## src/rtl/msg_rx_fifo_pkg.sv

```systemverilog
package msg_rx_fifo_pkg;

    localparam int ID_W   = 29;
    localparam int DLC_W  = 4;
    localparam int DATA_W = 64;

    typedef struct packed {
        logic [ID_W-1:0]   id;
        logic [DLC_W-1:0]  dlc;
        logic [DATA_W-1:0] data;
    } frame_t;

    typedef enum logic {
        POL_REPLACE_NEWEST = 1'b0,
        POL_DROP_ARRIVAL   = 1'b1
    } ovr_policy_e;

    // circular slot index helpers
    function automatic int unsigned slot_next(int unsigned p, int unsigned depth);
        return (p + 1 == depth) ? 0 : p + 1;
    endfunction

    function automatic int unsigned slot_prev(int unsigned p, int unsigned depth);
        return (p == 0) ? depth - 1 : p - 1;
    endfunction

endpackage

```

## src/rtl/msg_rx_fifo_ctrl.sv

```systemverilog
module msg_rx_fifo_ctrl
    import msg_rx_fifo_pkg::*;
#(
    parameter int DEPTH = 3,
    localparam int PTR_W = (DEPTH > 1) ? $clog2(DEPTH) : 1,
    localparam int LVL_W = $clog2(DEPTH + 1)
) (
    input  logic             clk,
    input  logic             rst,
    input  ovr_policy_e      policy,
    input  logic             wr_req,
    input  logic             rel_req,
    output logic             slot_we,
    output logic [PTR_W-1:0] slot_waddr,
    output logic [PTR_W-1:0] head_ptr,
    output logic [LVL_W-1:0] level,
    output logic             ovr_evt
);

    logic [PTR_W-1:0] wr_ptr_q, rd_ptr_q;
    logic [LVL_W-1:0] level_q;
    logic             has_head, is_full, do_pop, has_space, do_push, do_replace;
    logic [PTR_W-1:0] newest_ptr, wr_ptr_inc, rd_ptr_inc;

    always_comb begin
        has_head   = (level_q != '0);
        is_full    = (level_q == LVL_W'(DEPTH));
        do_pop     = rel_req && has_head;
        // a same-cycle release frees a slot before the write is judged
        has_space  = !is_full || do_pop;
        do_push    = wr_req && has_space;
        ovr_evt    = wr_req && !has_space;
        do_replace = ovr_evt && (policy == POL_REPLACE_NEWEST);
        newest_ptr = PTR_W'(slot_prev(int'(wr_ptr_q), DEPTH));
        wr_ptr_inc = PTR_W'(slot_next(int'(wr_ptr_q), DEPTH));
        rd_ptr_inc = PTR_W'(slot_next(int'(rd_ptr_q), DEPTH));
        slot_we    = do_push || do_replace;
        slot_waddr = do_push ? wr_ptr_q : newest_ptr;
    end

    always_ff @(posedge clk) begin
        if (rst) begin
            wr_ptr_q <= '0;
            rd_ptr_q <= '0;
            level_q  <= '0;
        end else begin
            if (do_push) wr_ptr_q <= wr_ptr_inc;
            if (do_pop)  rd_ptr_q <= rd_ptr_inc;
            case ({do_push, do_pop})
                2'b10:   level_q <= level_q + LVL_W'(1);
                2'b01:   level_q <= level_q - LVL_W'(1);
                default: level_q <= level_q;
            endcase
        end
    end

    assign head_ptr = rd_ptr_q;
    assign level    = level_q;

endmodule

```

## src/rtl/msg_rx_fifo_store.sv

```systemverilog
module msg_rx_fifo_store
    import msg_rx_fifo_pkg::*;
#(
    parameter int DEPTH = 3,
    localparam int PTR_W = (DEPTH > 1) ? $clog2(DEPTH) : 1
) (
    input  logic             clk,
    input  logic             rst,
    input  logic             we,
    input  logic [PTR_W-1:0] waddr,
    input  frame_t           wframe,
    input  logic [PTR_W-1:0] raddr,
    output frame_t           rframe
);

    frame_t slots [DEPTH];

    for (genvar s = 0; s < DEPTH; s++) begin : g_slot
        always_ff @(posedge clk) begin
            if (rst)
                slots[s] <= '0;
            else if (we && (waddr == PTR_W'(s)))
                slots[s] <= wframe;
        end
    end

    always_comb begin
        rframe = '0;
        for (int s = 0; s < DEPTH; s++)
            if (raddr == PTR_W'(s)) rframe = slots[s];
    end

endmodule

```

## src/rtl/msg_rx_fifo_flags.sv

```systemverilog
module msg_rx_fifo_flags (
    input  logic clk,
    input  logic rst,
    input  logic ovr_evt,
    input  logic ovr_clr,
    output logic overrun
);

    // a new event wins over a simultaneous clear
    always_ff @(posedge clk) begin
        if (rst)
            overrun <= 1'b0;
        else if (ovr_evt)
            overrun <= 1'b1;
        else if (ovr_clr)
            overrun <= 1'b0;
    end

endmodule

```

## src/rtl/msg_rx_fifo3.sv

```systemverilog
module msg_rx_fifo3
    import msg_rx_fifo_pkg::*;
#(
    parameter int DEPTH = 3,
    localparam int PTR_W = (DEPTH > 1) ? $clog2(DEPTH) : 1,
    localparam int LVL_W = $clog2(DEPTH + 1)
) (
    input  logic              clk,
    input  logic              rst,
    input  logic              lock_mode_i,
    input  logic              wr_en_i,
    input  logic [ID_W-1:0]   wr_id_i,
    input  logic [DLC_W-1:0]  wr_dlc_i,
    input  logic [DATA_W-1:0] wr_data_i,
    input  logic              rel_i,
    input  logic              ovr_clr_i,
    output logic              rd_valid_o,
    output logic [ID_W-1:0]   rd_id_o,
    output logic [DLC_W-1:0]  rd_dlc_o,
    output logic [DATA_W-1:0] rd_data_o,
    output logic [LVL_W-1:0]  level_o,
    output logic              full_o,
    output logic              overrun_o
);

    ovr_policy_e      policy;
    frame_t           in_frame, head_frame;
    logic             slot_we, ovr_evt;
    logic [PTR_W-1:0] slot_waddr, head_ptr;
    logic [LVL_W-1:0] level;

    assign policy   = lock_mode_i ? POL_DROP_ARRIVAL : POL_REPLACE_NEWEST;
    assign in_frame = '{id: wr_id_i, dlc: wr_dlc_i, data: wr_data_i};

    msg_rx_fifo_ctrl #(.DEPTH(DEPTH)) ctrl_i (
        .clk        (clk),
        .rst        (rst),
        .policy     (policy),
        .wr_req     (wr_en_i),
        .rel_req    (rel_i),
        .slot_we    (slot_we),
        .slot_waddr (slot_waddr),
        .head_ptr   (head_ptr),
        .level      (level),
        .ovr_evt    (ovr_evt)
    );

    msg_rx_fifo_store #(.DEPTH(DEPTH)) store_i (
        .clk    (clk),
        .rst    (rst),
        .we     (slot_we),
        .waddr  (slot_waddr),
        .wframe (in_frame),
        .raddr  (head_ptr),
        .rframe (head_frame)
    );

    msg_rx_fifo_flags flags_i (
        .clk     (clk),
        .rst     (rst),
        .ovr_evt (ovr_evt),
        .ovr_clr (ovr_clr_i),
        .overrun (overrun_o)
    );

    always_comb begin
        rd_valid_o = (level != '0);
        rd_id_o    = rd_valid_o ? head_frame.id   : '0;
        rd_dlc_o   = rd_valid_o ? head_frame.dlc  : '0;
        rd_data_o  = rd_valid_o ? head_frame.data : '0;
        level_o    = level;
        full_o     = (level == LVL_W'(DEPTH));
    end

endmodule

```

## config.mk

```make
export PLATFORM = sky130hd
export DESIGN_NAME = msg_rx_fifo3
export DESIGN_NICKNAME = d
export VERILOG_FILES = /design/src/rtl/msg_rx_fifo_pkg.sv /design/src/rtl/msg_rx_fifo_ctrl.sv /design/src/rtl/msg_rx_fifo_store.sv /design/src/rtl/msg_rx_fifo_flags.sv /design/src/rtl/msg_rx_fifo3.sv
export SDC_FILE = /design/constraint.sdc
export NUM_CORES = 1
export LEC_CHECK = 0
export ABC_CLOCK_PERIOD_IN_PS = 9770
export BUFFER_PORTS_ARGS = -buffer_cell sky130_fd_sc_hd__buf_4
export CAP_MARGIN = 20
export CORE_ASPECT_RATIO = 1.2
export CORE_MARGIN = 1.5
export CORE_UTILIZATION = 58
export CTS_CLUSTER_DIAMETER = 80
export DETAILED_ROUTE_END_ITERATION = 8
export PLACE_DENSITY_LB_ADDON = 0.05
export SETUP_SLACK_MARGIN = 0.15
export SYNTH_ARGS = -nofsm -noshare
export SYNTH_HDL_FRONTEND = slang
export SYNTH_HIERARCHICAL = 1
export SYNTH_SLANG_ARGS = --single-unit
```

## constraint.sdc

```tcl
create_clock -name clk -period 9.77 [get_ports clk]
set_input_delay 1.4655 -clock clk [delete_from_list [all_inputs] [get_ports clk]]
set_output_delay 1.4655 -clock clk [all_outputs]
set_load 0.05 [all_outputs]
```

* Word-level counts from Yosys, hierarchy flattened
Memories as Yosys holds them, arrays and structs flattened.
Index checks and enable logic that the tools add are counted.
** Storage, ports and cells
- Register bits after elaboration :: 7
- RAM bits :: 291
- Bits of input ports :: 103
- Output and inout bits :: 102
- Word-level logic and storage cells :: 68
- Memories kept :: 1
** Memories
- store_i.slots :: depth 3, width 97, read ports 3, clocked after Yosys merged registers in 0, wr ports 3, RTL line msg_rx_fifo_store.sv:16 : frame_t slots [DEPTH];
** Cells by class
- Add/sub/neg operators :: 5
- Eq/ne operators :: 9
- Multiplexer cells :: 28
- Bitwise operators :: 4
- Reduce and logical (&&, ||, !) cells :: 17
** Operators by type and width (number)
- 97-bit 2-to-1 mux :: 6
- 64-bit 2-to-1 mux :: 1
- 29-bit 2-to-1 mux :: 1
- 1-bit 2-to-1 mux :: 14
- 2-bit equality test, second input constant :: 4
- 2-bit 2-to-1 mux :: 4
- 1-bit logical AND :: 7
- 2-bit by 1-bit adder with 3-bit output, second input constant :: 2
- 2-bit by 1-bit equality test with 1-bit output, second input constant :: 3
- 3-bit by 2-bit equality test with 1-bit output, second input constant :: 2
- 2-bit logical NOT :: 3
- 2-bit nonzero test :: 3
- 4-bit 2-to-1 mux :: 1
- 2-bit case mux with 2 select lines :: 1
- 2-bit by 1-bit subtractor with 2-bit output, second input constant :: 2
- 1-bit OR :: 3
- 2-bit by 1-bit adder with 2-bit output, second input constant :: 1
- 1-bit logical NOT :: 2
- 1-bit logical OR :: 2
- 1-bit NOT :: 1

* Longest topological paths before layout
Gate-level depths: netlist (run 1).
- Depth in word-level cells :: 12
- Mapped depth :: 8
- Gate-level depth less buffers :: 5

* Hierarchy
The synthesis (run 1) kept the hierarchy.
** Modules (own cells, without submodules)
- msg_rx_fifo_store :: times used 1, cells each 969, area an instance 13053.8 um^2, seq. area each 8738.4 um^2
- msg_rx_fifo3 :: times used 1, cells each 121, area an instance 882.1 um^2, seq. area each 0.0 um^2
- msg_rx_fifo_ctrl :: times used 1, cells each 43, area an instance 375.4 um^2, seq. area each 120.1 um^2
- msg_rx_fifo_flags :: times used 1, cells each 4, area an instance 38.8 um^2, seq. area each 20.0 um^2

* Worst setup path after synthesis (run 1)
Ideal clock, no wire load.
- Kind :: input to register
- Start :: in rel_i
- End :: mem store_i/slots[0][0] (netlist bit), enable pin
- Library setup time :: 572 ps
- Arrival :: 6964 ps
- Required time :: 9198 ps
- Setup slack :: 2234 ps
- Stages on the path :: 6
- Buffers on the path :: 2
- Cells stage by stage :: o21ai_2 mux2_1 or2_1 buf_2 buf_6 o21bai_1
** RTL lines
- start: declaration :: RTL line msg_rx_fifo3.sv:15 : input logic rel_i,
- end: declaration :: RTL line msg_rx_fifo_store.sv:16

==> summary.txt, run 1 <==
STA
  • Fin crit period: 4600 ps
  • Worst Clk Skew: 13.7 ps
  • Final Max Slew Viols: 0
  • Max_slew headroom: 0.362
  • Final hold vios: 0
  • Fmax: 217 MHz
  • Measured slew at the worst slew-check pin: 957 ps
  • Tcrit/Tclk final: 0.471
  • RSZ-0062 raised after global routing: false
  • Final setup viols: 0
  • WHS: 501 ps
  • Post-route setup TNS: 0 ps

Synth
  • Synthesized net count: 1243
  • Post-synthesis register bit count: 298
  • Mean post-synth cell area: 12.6 sq um
  • Synth Warn #: 6
  • Synth area leader: edfxtp_1
  • Yosys top cell area share: 0.609
  • XOR/XNOR Fraction of Synth Area: 0
  • Compound-gate portion of the synthesized area: 0.125
  • Cell variety after synth: 35
  • Mapped cell area: 14400 sq um
  • Synth area leaders: edfxtp_1, nor2_1, mux2i_1
  • Mapped Cells: 1137
  • Mux share of post-synthesis cell area: 0.0712
  • Sequential area share after synthesis: 0.619
  • Largest family of logic cells by synthesized area: simple AND/OR/NAND/NOR gates
  • Synth Area in Simple Gates: 0.137
  • Adder-cell share of the synthesized area: 0.00262

Placed design
  • DP Area: 15900 sq um
  • Input/output buffers: 204
  • Placed wire-length estimate: 17600 microns
  • GPL Wtd Cong: 0.754

CTS
  • CTS tree: built
  • Clock slew at reported path FFs: 60 ps
  • Post-CTS Hold Buffers: 0
  • Setup repair bufs after CTS: 0
  • CTS root buf: clkbuf_16
  • Number of clock sinks: 298
  • CTS H-tree depth: 1
  • Clk_lat worst skew: 540 ps
  • Post-cts resize count: 0
  • CTS Buf Count: 29
  • Max Root-Sink Buffers: 3

Drt
  • Final WL: 33300 microns
  • Wire per inst: 20.5 microns
  • DR DRC count: 0
  • Via density per instance: 5.92
  • DRT iter0 DRCs: 713
  • Post-DRT Antenna Nets: 0
  • DRT Pass-1 Iters: 6
  • Vias: 9615

Die
  • Die Width: 147 microns
  • Die ar.: 25700 sq um
  • Die Ht: 175 microns
  • Core box area: 24100 sq um
  • Effective utilization at floorplan: 0.595
  • Cell Rows: 62
  • Ports: 205

Critical path
  • Kind of critical path: reg -> out
  • CP max FO: 39
  • Crit. End Element: output port
  • Crit path DAT: 3140 ps
  • Crit path launch type: flip-flop
  • WP data required: 8300 ps
  • Reg2Reg Depth: 6

Pwr
  • Total power divided by cell area: 184 nW/um^2
  • Pleak: 6.12 nW
  • Sw Ratio: 0.269
  • Clock share of power: 0.329
  • NetSw: 832 uW
  • Worst IR drop on VDD: 0.000155 V
  • Comb pwr share: 0.169
  • Share of total power in sequential cells: 0.503
  • Internal: 2.25 mW

Global routing
  • Global route hottest layer: met2
  • Initial antenna violation count: 0
  • GR Util met3: 0.0314
  • First-pass GRT wire length: 51600 microns
  • Met1 usage: 0.338
  • Gr usage total: 0.258
  • Number of global-route vias before repair: 9658
  • Met2 Resource Use GR: 0.452
  • Grt ovf: 0
  • Largest net degree at the start of global routing: 107

Finish
  • Area growth syn-to-layout: 17.0%
  • Antenna diodes: 0
  • Final instance area: 16800 sq um
  • Nets: 1389
  • Share of cells above drive strength 1: 0.225
  • Layout Utilization: 0.696

Hold path
  • Hold path depth: 2
  • Worst min path class: reg -> reg

Flow run
  • Max Cap Viol: 0

Status
  • Status: finished, final reports clean
-- per-stage QoR --
step | setup slack, ps | total power [mW] | std cells
floorplan | 2230 | 1.94 | 1137
global placement | 5380 | 2.09 | 1569
detailed placement | 5340 | 2.10 | 1569
CTS | 4760 | 3.10 | 1622
global route | 5060 | 3.20 | 1625
finish | 5170 | 3.09 | 1625
-- per-layer routing --
| metal | vias to the layer above | wire length [microns] | share of wire |
|---|---|---|---|
| met3 | 65 | 2180 | 0.066 |
| li1 | 4455 | - | - |
| met2 | 395 | 17100 | 0.51 |
| met5 | - | 0 | 0 |
| met4 | 0 | 846 | 0.025 |
| met1 | 4700 | 13100 | 0.39 |
-- power by group through the flow --
stage / clock network (mW) / logic (mW) / registers (mW)
6_report: 1.01 / 0.521 / 1.55
5_1_grt: 1.09 / 0.555 / 1.56
4_1_cts: 1.03 / 0.518 / 1.55
3_5_place_dp: 0 / 0.517 / 1.58
3_3_place_gp: 0 / 0.513 / 1.57
2_1_floorplan: 0 / 0.365 / 1.58
-- kinds of logic (layout without fill, tap and decap cells) --
| kind of cell | after synthesis | in the layout |
|---|---|---|
| compound gates | 208 | 208 |
| fa+ha+maj | 3 | 3 |
| buf+inv | 114 | 282 |
| flops | 298 | 298 |
| mux | 102 | 102 |
| simple gates | 412 | 412 |
-- area by class of cell --
class	count	area (sq um)
clock buffer	39	763
clock inverter	14	87.6
fill	1796	7330
inverter	4	15.0
multi-input combinational	725	4890
sequential	298	8890
tap	320	400
timing repair buffer	225	1750
-- flip-flops by register name, summed over array words and instances (netlist names) --
name and flops:
ctrl_i/wr_ptr_q 2, flags_i/overrun 1, store_i/slots 291, ctrl_i/level 2, ctrl_i/head_ptr 2
-- synth_stat cells --
library cell  instances
a21boi_0              1
a21oi_1               4
a21oi_2               1
and2_1                1
and2b_1               1
and3_1                1
buf_2                39
buf_4                 7
buf_6                14
buf_8                 3
clkbuf_1             45
clkbuf_2              1
clkbuf_4              1
dfxtp_1               7
edfxtp_1            291
ha_1                  3
inv_1                 4
mux2_1                1
mux2i_1             101
nand2_1               3
nand2b_1              8
nand3b_1             97
nor2_1              294
nor2b_1               1
nor2b_4               1
o211ai_1              1
o21a_1               98
o21ai_0               1
o21ai_2               2
o21bai_1              3
o2bb2ai_1            77
o2bb2ai_2            20
or2_1                 2
or2b_1                1
or3_1                 2
-- critical path: stages (launching register included) --
cell	delay, ps
dfxtp_4	820
buf_4	600
buf_16	300
mux2i_1	330
o2bb2ai_1	120
o21a_1	140
buf_4	180
-- path summary, 6_finish.rpt --
check,from,endpoint,slack (ps)
max reg2reg,ctrl_i/wr_ptr_q[0],store_i/slots[0][28],6910
min,flags_i/overrun,flags_i/overrun,500
min reg2reg,flags_i/overrun,flags_i/overrun,500
max,ctrl_i/head_ptr[0],rd_data_o[30],5170
-- layout by cell type (no fill, tap or decap), types with 4 or more instances in the layout --
cell	count
nand2b_1	6
buf_4	222
clkbuf_1	10
edfxtp_1	291
clkinv_1	9
inv_1	4
dfxtp_4	4
o2bb2ai_1	77
a21oi_1	4
o21a_1	98
clkbuf_16	29
nor2_1	294
o2bb2ai_2	20
mux2i_1	101
nand3b_1	97
No activity file was read; power rests on OpenSTA's default activity.
==> run 2, diff against run 1 <==
--- a/config.mk
+++ b/config.mk
@@ -5,7 +5,7 @@
 export SDC_FILE = /design/constraint.sdc
 export NUM_CORES = 1
 export LEC_CHECK = 0
-export ABC_CLOCK_PERIOD_IN_PS = 9770
+export ABC_CLOCK_PERIOD_IN_PS = 4400
 export BUFFER_PORTS_ARGS = -buffer_cell sky130_fd_sc_hd__buf_4
 export CAP_MARGIN = 20
 export CORE_ASPECT_RATIO = 1.2
==> constraint.sdc (replaced) <==
create_clock -name clk -period 4.4 [get_ports clk]
set_input_delay 0.66 -clock clk [delete_from_list [all_inputs] [get_ports clk]]
set_output_delay 0.66 -clock clk [all_outputs]
set_load 0.05 [all_outputs]
==> summary.txt, run 2 (synthesis gave the netlist of run 1 again) <==
CTS
  • Number of clock sinks: 298 (unchanged)
  • Post-cts resize count: 0 (unchanged)
  • CTS Buf Count: 29 (unchanged)
  • Clk_lat worst skew: 530 ps (was 540 ps)
  • Post-CTS Hold Buffers: 0 (unchanged)
  • CTS tree: built (unchanged)
  • CTS root buf: clkbuf_16 (unchanged)
  • Max Root-Sink Buffers: 3 (unchanged)
  • Clock slew at reported path FFs: 60 ps (about the same)
  • CTS H-tree depth: 1 (unchanged)
  • Setup repair bufs after CTS: 0 (unchanged)

Finish
  • Area growth syn-to-layout: 17.1% (was 17.0%)
  • Share of cells above drive strength 1: 0.235 (was 0.225)
  • Final instance area: 16800 sq um (about the same)
  • Fillers: 1798 (was 1796)
  • Nets: 1392 (was 1389)
  • Antenna diodes: 0 (unchanged)
  • Biggest register: store_i/slots (unchanged)
  • Most frequent cells in the layout: nor2_1, edfxtp_1, buf_4, mux2i_1, o21a_1 (unchanged)
  • Commonest non-fill, non-tap cell in the layout: nor2_1 (unchanged)
  • Max reg flops: 291 (unchanged)
  • Non-Filler Instances: 1627 (was 1625)

Pwr
  • Pleak: 6.14 nW (was 6.12 nW)
  • Worst IR drop on VDD: 0.000405 V (was 0.000155 V)
  • Total power divided by cell area: 404 nW/um^2 (was 184 nW/um^2)
  • Power Total: 6.80 mW (was 3.09 mW)

Critical path
  • Crit path DAT: 2620 ps (was 3140 ps)
  • Reg2reg start: ctrl_i/level[0] (was ctrl_i/wr_ptr_q[0])
  • Worst path slowest cell: buf_4 (was dfxtp_4)
  • WP data required: 3740 ps (was 8300 ps)
  • CP max FO: 74 (was 39)
  • Crit path launch type: flip-flop (unchanged)
  • Crit path buf inv count: 2 (was 3)
  • Kind of critical path: reg -> out (unchanged)
  • Max incr delay on CP: 850 ps (was 820 ps)
  • Crit Reg-Reg Endpoint: store_i/slots[1][37] (was store_i/slots[0][28])
  • Reg2Reg Depth: 6 (unchanged)
  • CP top delay family: buffers and inverters (unchanged)
  • CP most frequent cell: buf_4 (unchanged)
  • Crit. End Element: output port (unchanged)
  • Worst reg-to-reg setup slack: 1320 ps (was 6910 ps)
  • Crit-path cells: buf_4 > o2bb2ai_1 > o21a_1 > buf_4 (was buf_4 > buf_16 > mux2i_1 > o2bb2ai_1 > o21a_1 > buf_4)

Drt
  • Post-DRT Antenna Nets: 0 (unchanged)
  • DRT Pass-1 Iters: 5 (was 6)
  • Wire per inst: 19.9 microns (was 20.5 microns)
  • Final WL: 32400 microns (was 33300 microns)
  • Via density per instance: 5.86 (was 5.92)
  • DR DRC count: 0 (unchanged)
  • DRT iter0 DRCs: 629 (was 713)
  • Vias: 9539 (was 9615)

Die
  • Effective utilization at floorplan: 0.595 (unchanged)
  • Core box area: 24100 sq um (unchanged)
  • Die Ht: 175 microns (unchanged)
  • Die Width: 147 microns (unchanged)
  • Ports: 205 (unchanged)
  • Cell Rows: 62 (unchanged)
  • Die ar.: 25700 sq um (unchanged)

Global routing
  • Grt ovf: 0 (unchanged)
  • First-pass GRT wire length: 50800 microns (was 51600 microns)
  • Number of global-route vias before repair: 9454 (was 9658)
  • Initial antenna violation count: 0 (unchanged)
  • Largest net degree at the start of global routing: 107 (unchanged)
  • Gr usage total: 0.251 (was 0.258)

STA
  • Tcrit/Tclk final: 0.746
  • Final hold vios: 0 (unchanged)
  • Max_slew headroom: 0.308 (was 0.362)
  • Fmax: 305 MHz
  • Measured slew at the worst slew-check pin: 1040 ps (was 957 ps)
  • RSZ-0062 raised after global routing: false (unchanged)
  • Post-route setup TNS: 0 ps (unchanged)
  • Fin crit period: 3280 ps
  • Final Max Slew Viols: 0 (unchanged)
  • Final worst setup slack: 1120 ps (was 5170 ps)
  • Worst Clk Skew: 16.7 ps (was 13.7 ps)
  • Final setup viols: 0 (unchanged)

Hold path
  • Hold path depth: 3 (was 2)
  • Worst min path class: in -> reg (was reg -> reg)
  • Hold endpoint: flags_i/overrun (unchanged)
  • Beginning of the worst hold path: ovr_clr_i (was flags_i/overrun)

Placed design
  • GPL Wtd Cong: 0.737 (was 0.754)
  • DP Area: 15900 sq um (about the same)
  • Placed wire-length estimate: 18100 microns (was 17600 microns)
  • Input/output buffers: 204 (unchanged)
  • Placed insts: 1573 (was 1569)
  • Setup WS pre-CTS: 1320 ps (was 5340 ps)

Flow run
  • Max Cap Viol: 0 (unchanged)

Status
  • Status: finished, final reports clean (unchanged)
-- run 2: worst reg2reg max path, cell delays in order (launching register included) --
cell      delay (ps)
dfxtp_4          610
nand2_1          200
o21ai_2          200
mux2i_1          390
nand2b_4         710
buf_4            580
nor2_1           140
-- run 2: where the power goes --
part	total, mW	switching (mW)	leakage, nW	internal (mW)
clock network	2.20	1.00	0.420	1.20
registers	3.44	0.0787	3.13	3.37
logic	1.15	0.776	2.59	0.378
-- run 2: worst max path at each step --
stage	startpoint	end	slack, ps	cells past startpoint
6_report	ctrl_i/head_ptr[1]	rd_data_o[55]	1120	4
5_1_grt	ctrl_i/head_ptr[1]	rd_data_o[55]	1010	4
4_1_cts	ctrl_i/head_ptr[1]	rd_data_o[55]	1090	4
3_5_place_dp	ctrl_i/level[0]	store_i/slots[1][44]	1320	6
3_3_place_gp	rel_i	store_i/slots[1][69]	1350	6
2_1_floorplan	ctrl_i/level[1]	store_i/slots[0][0]	490	7
-- run 2: area by class of cell --
cell class / instances / area [sq um] / area share
well taps: 320 / 400 / 0.0238
repair buffers: 228 / 1770 / 0.105
clock buffers: 31 / 733 / 0.0436
inverters: 4 / 15.0 / 0.000893
multi-input cells: 725 / 4890 / 0.291
flip-flops and latches: 298 / 8890 / 0.529
clock inverters: 21 / 106 / 0.00633
-- run 2: routing by layer --
layer | vias up | global-route usage | part of all wire
met4 | 0 | 0.0682 | 0.022
met1 | 4670 | 0.336 | 0.41
li1 | 4457 | - | -
met2 | 360 | 0.441 | 0.51
met3 | 52 | 0.0247 | 0.062
met5 | - | 0 | 0
-- run 2: per-stage QoR --
stage,utilization,hold WS [ps]
6_report,0.697,400
5_1_grt,0.697,407
4_1_cts,0.695,387
3_5_place_dp,0.660,478
3_3_place_gp,0.659,480
2_1_floorplan,-,443
==> run 3, diff against run 2 <==
--- a/config.mk
+++ b/config.mk
@@ -5,12 +5,13 @@
 export SDC_FILE = /design/constraint.sdc
 export NUM_CORES = 1
 export LEC_CHECK = 0
-export ABC_CLOCK_PERIOD_IN_PS = 4400
+export ABC_AREA = 1
+export ABC_CLOCK_PERIOD_IN_PS = 3150
 export BUFFER_PORTS_ARGS = -buffer_cell sky130_fd_sc_hd__buf_4
 export CAP_MARGIN = 20
 export CORE_ASPECT_RATIO = 1.2
 export CORE_MARGIN = 1.5
-export CORE_UTILIZATION = 58
+export CORE_UTILIZATION = 57
 export CTS_CLUSTER_DIAMETER = 80
 export DETAILED_ROUTE_END_ITERATION = 8
 export PLACE_DENSITY_LB_ADDON = 0.05
==> constraint.sdc (replaced) <==
create_clock -name clk -period 3.15 [get_ports clk]
set_input_delay 0.4725 -clock clk [delete_from_list [all_inputs] [get_ports clk]]
set_output_delay 0.4725 -clock clk [all_outputs]
set_load 0.05 [all_outputs]
==> summary.txt, run 3 <==
CTS
  • CTS H-tree depth: 1 (unchanged)
  • Post-CTS Hold Buffers: 0 (unchanged)
  • CTS Buf Count: 29 (unchanged)
  • Setup repair bufs after CTS: 0 (unchanged)
  • CTS tree: built (unchanged)
  • Max Root-Sink Buffers: 3 (unchanged)
  • CTS root buf: clkbuf_16 (unchanged)
  • Post-cts resize count: 0 (unchanged)
  • Clock slew at reported path FFs: 60 ps (about the same)
  • Clk_lat worst skew: 540 ps (was 530 ps)
  • Number of clock sinks: 298 (unchanged)

Synth
  • Post-synth EDFFs: 291 (unchanged)
  • Mapped cell area: 13800 sq um (was 14400 sq um)
  • Mapped Cells: 1436 (was 1137)
  • Synth area leader: edfxtp_1 (unchanged)
  • Synthesized net count: 1542 (was 1243)
  • Yosys top cell area share: 0.633 (was 0.609)
  • Synth Warn #: 6 (unchanged)
  • Top_reg_cell synth: edfxtp_1 (unchanged)
  • Synth area leaders: edfxtp_1, nand3_1, nor2_1 (was edfxtp_1, nor2_1, mux2i_1)
  • Cell variety after synth: 22 (was 35)
  • Post-synthesis register bit count: 298 (unchanged)
  • Ys async rst share: 0 (unchanged)
  • Mean post-synth cell area: 9.62 sq um (was 12.6 sq um)
  • Sequential area share after synthesis: 0.643 (was 0.619)
  • Post-synth top cells: nor2_1, nand3_1, edfxtp_1 (was nor2_1, edfxtp_1, mux2i_1)
  • Cell with the most instances after synthesis: nor2_1 (unchanged)

Die
  • Cell Rows: 62 (unchanged)
  • Ports: 205 (unchanged)
  • Die Width: 145 microns (was 147 microns)
  • Die ar.: 25200 sq um (was 25700 sq um)
  • Effective utilization at floorplan: 0.578 (was 0.595)
  • Die Ht: 174 microns (was 175 microns)
  • Core box area: 23900 sq um (was 24100 sq um)

Status
  • Status: finished, final reports clean (unchanged)

Critical path
  • CP max FO: 27 (was 74)
  • Crit path DAT: 2320 ps (was 2620 ps)
  • Crit. End Element: output port (unchanged)
  • WP data required: 2680 ps (was 3740 ps)
  • Kind of critical path: reg -> out (unchanged)
  • Crit path launch type: flip-flop (unchanged)
  • Reg2Reg Depth: 7 (was 6)

Pwr
  • Total power divided by cell area: 605 nW/um^2 (was 404 nW/um^2)
  • Worst IR drop on VDD: 0.000569 V (was 0.000405 V)
  • Pleak: 7.29 nW (was 6.14 nW)

STA
  • Max_slew headroom: 0.477 (was 0.308)
  • Final hold vios: 0 (unchanged)
  • Fin crit period: 2790 ps
  • Final Max Slew Viols: 0 (unchanged)
  • Fmax: 358 MHz
  • Post-route setup TNS: 0 ps (unchanged)
  • WHS: 174 ps (was 400 ps)
  • RSZ-0062 raised after global routing: false (unchanged)
  • Measured slew at the worst slew-check pin: 776 ps (was 1040 ps)
  • Tcrit/Tclk final: 0.886
  • Worst Clk Skew: 19.8 ps (was 16.7 ps)
  • Final setup viols: 0 (unchanged)

Finish
  • Antenna diodes: 0 (unchanged)
  • Layout Utilization: 0.700 (was 0.697)
  • Non-Filler Instances: 1939 (was 1627)
  • Final instance area: 16700 sq um (was 16800 sq um)
  • Multi-input gate area: 3750 sq um (was 4890 sq um)
  • Fillers: 1911 (was 1798)
  • Max reg flops: 291 (unchanged)
  • Commonest non-fill, non-tap cell in the layout: nor2_1 (unchanged)
  • Share of cells above drive strength 1: 0.186 (was 0.235)
  • Sequential cell area: 8890 sq um (unchanged)
  • Most frequent cells in the layout: nor2_1, nand3_1, edfxtp_1, buf_4, inv_1 (was nor2_1, edfxtp_1, buf_4, mux2i_1, o21a_1)
  • Biggest register: store_i/slots (unchanged)
  • Nets: 1703 (was 1392)
  • Area growth syn-to-layout: 21.1% (was 17.1%)

Placed design
  • Placed wire-length estimate: 18300 microns (was 18100 microns)
  • Input/output buffers: 204 (unchanged)
  • Placed insts: 1885 (was 1573)
  • DP Area: 15700 sq um (was 15900 sq um)
  • GPL Wtd Cong: 0.749 (was 0.737)

Hold path
  • Hold path depth: 4 (was 3)
  • Worst min path class: in -> reg (unchanged)

Drt
  • Post-DRT Antenna Nets: 0 (unchanged)
  • DRT iter0 DRCs: 933 (was 629)
  • Via density per instance: 5.48 (was 5.86)
  • Final WL: 34400 microns (was 32400 microns)
  • Wire per inst: 17.7 microns (was 19.9 microns)
  • DR DRC count: 0 (unchanged)
  • DRT Pass-1 Iters: 6 (was 5)
  • Vias: 10623 (was 9539)

Global routing
  • Grt ovf: 0 (unchanged)
  • Number of global-route vias before repair: 10457 (was 9454)
  • Largest net degree at the start of global routing: 98 (was 107)
  • Gr usage total: 0.274 (was 0.251)
  • First-pass GRT wire length: 54900 microns (was 50800 microns)
  • Initial antenna violation count: 0 (unchanged)

Flow run
  • Max Cap Viol: 0 (unchanged)
-- run 3: logic make-up (layout without fill, tap and decap cells) --
kind of cell               count (synthesis)  after routing  synth area share
buffers and inverters                    314            497            0.0906
and+or+nand+nor                          806            806             0.258
DFF                                      298            298             0.643
adders and majority gates                  3              3           0.00272
AOI/OAI and AO/OA                         15             15           0.00589
-- run 3: per-stage QoR --
stage	power, mW	worst slack, ps
after global placement	6.67	514
after global routing	10.5	267
after detailed placement	6.69	467
after floorplan	6.05	113
after CTS	10.2	175
final	10.1	358
-- run 3: cell type report --
type,count,share of cell area
clock buffer,32,0.0441
inverter,211,0.0476
timing repair buffer,233,0.115
multi-input combinational,824,0.224
tap,320,0.0239
sequential,298,0.532
clock inverter,21,0.0134
-- run 3: path summary, 6_finish.rpt --
path / from / end / slack, ps
min reg2reg: flags_i/overrun / flags_i/overrun / 480
max reg2reg: ctrl_i/level[0] / store_i/slots[0][56] / 690
max: ctrl_i/head_ptr[0] / rd_data_o[31] / 360
min: ovr_clr_i / flags_i/overrun / 170
-- run 3: worst max-delay path, stage by stage, from the launching register on --
cell and delay (ps):
dfxtp_4 670, buf_4 380, nand3_1 110, nand3_1 90, inv_1 50, nor2_1 220, buf_4 260
-- run 3: power breakdown --
group / internal [mW] / total [mW] / switching, mW
sequential: 4.67 / 4.77 / 0.100
clock: 2.08 / 3.50 / 1.41
combinational: 0.518 / 1.85 / 1.33
total: 7.27 / 10.1 / 2.84
-- run 3: routing by layer --
layer | up-vias | global-route usage | part of all wire
li1 | 5065 | - | -
met2 | 495 | 0.476 | 0.50
met1 | 5019 | 0.364 | 0.40
met3 | 44 | 0.0358 | 0.085
met5 | - | 0 | 0
met4 | 0 | 0.0761 | 0.018
